[config.mk]
export PLATFORM = sky130hd
export DESIGN_NAME = io_subch_status
export DESIGN_NICKNAME = d
export VERILOG_FILES = /design/src/rtl/io_subch_pkg.sv /design/src/rtl/io_len_track.sv /design/src/rtl/io_tic_detect.sv /design/src/rtl/io_sticky_bits.sv /design/src/rtl/io_subch_status.sv
export SDC_FILE = /design/constraint.sdc
export NUM_CORES = 1
export LEC_CHECK = 0
export BUFFER_PORTS_ARGS = -buffer_cell sky130_fd_sc_hd__buf_2
export CAP_MARGIN = 0
export CORE_AREA = 2 2 39 41
export CTS_CLUSTER_DIAMETER = 120
export DETAILED_ROUTE_END_ITERATION = 6
export DIE_AREA = 0 0 41 43
export PLACE_DENSITY = 0.6
export SLEW_MARGIN = 20
export SYNTH_ARGS = -nofsm -noshare
export SYNTH_HDL_FRONTEND = slang
export SYNTH_SLANG_ARGS = --single-unit
[constraint.sdc]
create_clock -name clk_i -period 1.7 [get_ports clk_i]
set_input_delay 0.425 -clock clk_i [delete_from_list [all_inputs] [get_ports clk_i]]
set_output_delay 0.425 -clock clk_i [all_outputs]
set_load 0.01 [all_outputs]
[src/rtl/io_subch_pkg.sv]
package io_subch_pkg;
  localparam int unsigned STS_W    = 6;
  localparam int unsigned IDX_LEN  = 0;
  localparam int unsigned IDX_DATA = 1;
  localparam int unsigned IDX_XMEM = 2;
  localparam int unsigned IDX_ADDR = 3;
  localparam int unsigned IDX_FMEM = 4;
  localparam int unsigned IDX_CTRL = 5;
  // bits at or above this index also clear on a successful halt
  localparam int unsigned HALT_CLR_LO = IDX_ADDR;
endpackage

[src/rtl/io_len_track.sv]
module io_len_track (
  input  logic clk_i,
  input  logic rst_ni,
  input  logic clr_i,
  input  logic chan_end_i,
  input  logic cnt_done_i,
  output logic il_evt_o
);
  logic seen_ce_q, seen_cd_q;
  logic first_ce;

  assign first_ce = chan_end_i & ~seen_ce_q;
  // no length error only when count done lands in the same cycle as end
  assign il_evt_o = first_ce & ~(cnt_done_i & ~seen_cd_q);

  always_ff @(posedge clk_i or negedge rst_ni) begin
    if (!rst_ni) begin
      seen_ce_q <= 1'b0;
      seen_cd_q <= 1'b0;
    end else if (clr_i) begin
      seen_ce_q <= 1'b0;
      seen_cd_q <= 1'b0;
    end else begin
      seen_ce_q <= seen_ce_q | chan_end_i;
      seen_cd_q <= seen_cd_q | cnt_done_i;
    end
  end
endmodule

[src/rtl/io_tic_detect.sv]
module io_tic_detect (
  input  logic clk_i,
  input  logic rst_ni,
  input  logic clr_i,
  input  logic fetch_i,
  input  logic tic_i,
  output logic dbl_o
);
  logic prev_tic_q;

  assign dbl_o = fetch_i & tic_i & prev_tic_q;

  always_ff @(posedge clk_i or negedge rst_ni) begin
    if (!rst_ni)      prev_tic_q <= 1'b0;
    else if (clr_i)   prev_tic_q <= 1'b0;
    else if (fetch_i) prev_tic_q <= tic_i;
  end
endmodule

[src/rtl/io_sticky_bits.sv]
module io_sticky_bits #(
  parameter int unsigned W = 6
) (
  input  logic         clk_i,
  input  logic         rst_ni,
  input  logic [W-1:0] set_i,
  input  logic [W-1:0] clr_i,
  output logic [W-1:0] q_o
);
  for (genvar b = 0; b < W; b++) begin : g_bit
    logic q;
    // set wins over clear so an event in the clearing cycle is kept
    always_ff @(posedge clk_i or negedge rst_ni) begin
      if (!rst_ni) q <= 1'b0;
      else         q <= set_i[b] | (q & ~clr_i[b]);
    end
    assign q_o[b] = q;
  end
endmodule

[src/rtl/io_subch_status.sv]
module io_subch_status
  import io_subch_pkg::*;
(
  input  logic             clk_i,
  input  logic             rst_ni,
  input  logic             chan_end_i,
  input  logic             cnt_done_i,
  input  logic             data_err_i,
  input  logic             xfer_mem_err_i,
  input  logic             addr_err_i,
  input  logic             fetch_mem_err_i,
  input  logic             fetch_i,
  input  logic             fetch_tic_i,
  input  logic             sil_i,
  input  logic             hte_i,
  input  logic             start_i,
  input  logic             halt_i,
  input  logic             ok_i,
  output logic [STS_W-1:0] status_o,
  output logic             halt_req_o
);
  logic start_ok, halt_ok;
  logic il_evt, ctrl_evt;
  logic [STS_W-1:0] set_v, clr_v;
  logic halt_d, halt_q;

  assign start_ok = start_i & ok_i;
  assign halt_ok  = halt_i & ok_i;

  io_len_track u_len (
    .clk_i     (clk_i),
    .rst_ni    (rst_ni),
    .clr_i     (start_ok),
    .chan_end_i(chan_end_i),
    .cnt_done_i(cnt_done_i),
    .il_evt_o  (il_evt)
  );

  io_tic_detect u_tic (
    .clk_i  (clk_i),
    .rst_ni (rst_ni),
    .clr_i  (start_ok),
    .fetch_i(fetch_i),
    .tic_i  (fetch_tic_i),
    .dbl_o  (ctrl_evt)
  );

  always_comb begin
    set_v           = '0;
    set_v[IDX_LEN]  = il_evt;
    set_v[IDX_DATA] = data_err_i;
    set_v[IDX_XMEM] = xfer_mem_err_i;
    set_v[IDX_ADDR] = addr_err_i;
    set_v[IDX_FMEM] = fetch_mem_err_i;
    set_v[IDX_CTRL] = ctrl_evt;
  end

  for (genvar b = 0; b < STS_W; b++) begin : g_clr
    if (b >= HALT_CLR_LO) begin : g_both
      assign clr_v[b] = start_ok | halt_ok;
    end else begin : g_start
      assign clr_v[b] = start_ok;
    end
  end

  io_sticky_bits #(.W(STS_W)) u_sts (
    .clk_i (clk_i),
    .rst_ni(rst_ni),
    .set_i (set_v),
    .clr_i (clr_v),
    .q_o   (status_o)
  );

  assign halt_d = hte_i & ((il_evt & ~sil_i) | data_err_i | xfer_mem_err_i);

  always_ff @(posedge clk_i or negedge rst_ni) begin
    if (!rst_ni) halt_q <= 1'b0;
    else         halt_q <= halt_d;
  end

  assign halt_req_o = halt_q;
endmodule

# After elaboration in Yosys (flattened, before gate mapping)
# Cells that the tools add are included.
[classes]
bitwise = 32
n_reduce_logical = 1
muxes = 4
addsub = 0
mul = 0
order_cmp = 0
shift = 0
div_mod_pow = 0
eq_ne = 0
[op_table]
columns = ["operator", "count"]
rows = [
  ["bitwise AND 1 bit", 15],
  ["bitwise OR 1 bit", 11],
  ["inverter 1 bit", 6],
  ["two-way mux 1 bit", 4],
  ["nonzero test 2 bit", 1],
]
[word_totals]
out_inout_bits = 7
wordCells = 47
regBits = 10
n_memories = 0
ram_bits = 0
latch_bits = 0
romBits = 0
in_bits = 15

# Logic depth before layout (Yosys ltp)
[logic_depth]
ltp_word = 8
ltp_mapped = 2
mapped_depth_nobuf = 2

# Cells and area by module
# From an unflattened synthesis, not the netlist that was laid out.
[unflattened]
cells_unflattened = 41
hier_area_um2 = 446.7
[by_module_without_submodules]
columns = ["mod", "area_each_um2", "seq_area_each_um2", "cells_per_inst", "instances"]
rows = [
  ["io_sticky_bits", 262.8, 150.1, 24, 1],
  ["io_len_track", 83.8, 50.0, 8, 1],
  ["io_subch_status", 53.8, 25.0, 5, 1],
  ["io_tic_detect", 46.3, 25.0, 4, 1],
]

# Worst setup path before layout
# OpenSTA, ideal clock, no wires.
[synth_timing]
path_kind = "register to output"
from = "register u_sts.g_bit[1].q"
to = "output status_o[1]"
t_required_ns = 1.275
n_path_buf = 1
path_stages_with_launch = 2
path_slack_ns = 0.788
arrival_time_ns = 0.487
path_cell_list = "dfrtp_1 > buf_4"
[synth_lines]
columns = ["item", "line", "rtl"]
rows = [
  ["start, declared", "io_sticky_bits.sv:11", "logic q;"],
  ["start signal, assigned", "io_sticky_bits.sv:15", "else q <= set_i[b] | (q & ~clr_i[b]);"],
  ["end, declared", "io_subch_status.sv:19", "output logic [STS_W-1:0] status_o,"],
]
# No word-level cell between the ends.

# Final worst setup path
[layout_timing]
from = "register u_sts.g_bit[0].q"
to = "output status_o[0]"
[layout_lines]
columns = ["item", "line"]
rows = [
  ["start, declared", "io_sticky_bits.sv:11"],
  ["start signal, assigned", "io_sticky_bits.sv:15"],
]
# No word-level cell between the ends.

==> results.toml <==
[status]
status = "completed"

[drt]
drt-total-wl_um = 724
drcViolationCount = 0
drt_iter0_drc = 4
dr.pass1.iters = 3
final_antenna_net_count = 0
vias = 304
route.detailed.wl_per_inst_um = 10.8
vias_per_cell = 4.54

[setup_path]
cp.arrival_ns = 0.77
r2r-start = "u_len.seen_ce_q"
worstSetupPathType = "reg2out"
worstSetupEndpointType = "output port"
crit_family = "flip-flops"
slowest_stage = "dfrtp_1"
path_depth = 1
ff2ff_path_depth = 2
start_kind = "flip-flop"
cp_cell_sequence = "buf_2"
cp.buffers_inverters = 1
cp.required_ns = 1.27
cpPeakStageDelay_ns = 0.38
cp-startpoint = "u_sts.g_bit[0].q"
path_max_fanout = 2

[grt]
antenna_found_initial = 0
grt-ovfl-total = 0
grt_pass1_vias = 285
grt_use_total = 0.101
grt_max_degree = 11
grt_pass1_wl_mm = 1.15

[floorplan]
initial_core_util = 0.310
die_w_um = 41
io_pins = 22
dieArea_um2 = 1760
fp-row-count = 14
dieHeight_um = 43
core_area_um2 = 1380

[yosys]
yosysMostFrequentCell = "dfrtp_1"
ys_seq_area_frac = 0.583
ys_ff_latch = 10
synth-edff-count = 0
synthTopCellsByArea = "dfrtp_1 58%, buf_4 10%, a21o_1 7.0%"
yosys.area.top_type = "dfrtp_1"
async_reset_ff_frac = 1.00
yosys.area.top_type_share = 0.583
synthFlopType = "dfrtp_1"
syn_nets = 48
netlist_area_um2 = 429
synth_cells = 33
yosysWarnings = 0
ys_types = 15
synth_common_cells = "10 x dfrtp_1, 6 x buf_4, 4 x a21o_1, 2 x o21a_1"
avgSynthCellArea_um2 = 13.0

[sta]
fmax_ghz = 0.838
fin_skew_ns = 0.0000435
slew-limit-headroom = 0.847
hold_viol = 0
finalSetupViolCount = 0
final-max-slew-violation-count = 0
post-route-period-util = 0.702
min_period_ns = 1.19
fin_tns_setup_ns = 0
worst_pin_slew_ns = 0.228
setup_slack_ns = 0.507
rsz0062_at_grt = "no"

[clock_tree]
post_cts_buffers = 0
clock_sinks = 10
cts-root-buf = "clkbuf_4"
clock_latency_ns = 0.25
cts-resized-gates = 0
cts_tree = "yes"
cts_made_buffers = 3
cts_max_level = 1
clkTransAtPathRegs_ns = 0.06
clockBufferDepth = 2
hold_buffers = 0

[placement]
io_buffers = 21
place_ws_ns = 0.688
gp_congestion = 0.750
place_inst = 64

[final_layout]
final_util = 0.384
drive_above_1_share = 0.510
finalNetCount = 68
area_growth_pct = 23.9
diodes = 0
fin_cells = 67
n_fill_cell = 139

[power]
p_per_area_nw_per_um2 = 937
irDropWorstVdd_mv = 0.397
p_leak_nw = 0.271

[job]
maxCapViolations = 0

[worst_hold_path]
hp-class = "in2async"
state kept, by name (all words and copies together), names as in the netlist:
register / count
u_tic.prev_tic_q: 1
u_sts.g_bit.q: 6
u_len.seen_cd_q: 1
u_len.seen_ce_q: 1
halt_req_o: 1
area by class of cell:
cell class / instances / area, um2 / share of cell area
multi-input combinational: 16 / 130 / 0.245
timing repair buffer: 21 / 105 / 0.198
inverter: 1 / 3.75 / 0.00706
clock buffer: 3 / 22.5 / 0.0424
tap: 16 / 20.0 / 0.0376
sequential: 10 / 250 / 0.471
worst paths after layout:
check,to,slack (ns)
max,status_o[0],0.51
min,u_len.seen_ce_q,0.02
max reg2reg,halt_req_o,0.81
min reg2reg,u_len.seen_cd_q,0.47
max in group asynchronous,u_sts.g_bit[1].q,1.50
min in group clk_i,u_sts.g_bit[4].q,0.35
kinds of logic (layout without fill, tap and decap cells):
| kind of cell | after synthesis | count (layout) | synth area share |
|---|---|---|---|
| AOI/OAI and AO/OA | 12 | 12 | 0.222 |
| buffers and inverters | 7 | 25 | 0.114 |
| DFF | 10 | 10 | 0.583 |
| muxes | 1 | 1 | 0.0233 |
| and+or+nand+nor | 3 | 3 | 0.0583 |
worst reg2reg max path, delay by kind of cell (launching register included):
kind | cells | cell delay [ns]
flip-flops | 1 | 0.38
AO/OA/AOI/OAI | 1 | 0.27
AND/OR/NAND/NOR | 1 | 0.15
per-stage QoR:
stage	cell area [um2]	hold slack (ns)	power, mW
2_1_floorplan	429	0.129	0.327
3_3_place_gp	509	0.298	0.352
3_5_place_dp	509	0.296	0.353
4_1_cts	532	0.0151	0.510
5_1_grt	532	0.00745	0.533
6_report	532	0.0165	0.498
cell usage in the layout (no fill, tap or decap):
cell / count
inv_1: 1
o21ai_0: 1
and2b_1: 1
a21o_1: 4
o41ai_2: 1
clkbuf_4: 3
o21a_1: 2
a21oi_1: 1
nand2_1: 1
o21ai_1: 1
a32o_1: 1
nand2b_4: 1
mux2i_1: 1
dfrtp_1: 10
buf_2: 21
o2bb2ai_1: 1
where the power goes:
group	switching [mW]	leakage [nW]	internal, mW	total (mW)
clock	0.0702	0.0138	0.0812	0.151
sequential	0.00934	0.113	0.259	0.269
combinational	0.0374	0.144	0.0407	0.0781
total	0.117	0.271	0.381	0.498
per-layer routing:
layer	wire length (um)	vias up	part of all wire	track usage
li1	-	148	-	-
met1	299	144	0.41	0.124
met2	358	12	0.49	0.138
met3	66	0	0.091	0.0314
met4	0	0	0	0.0800
met5	0	-	0	0
Power figures use the tool's default switching activity.
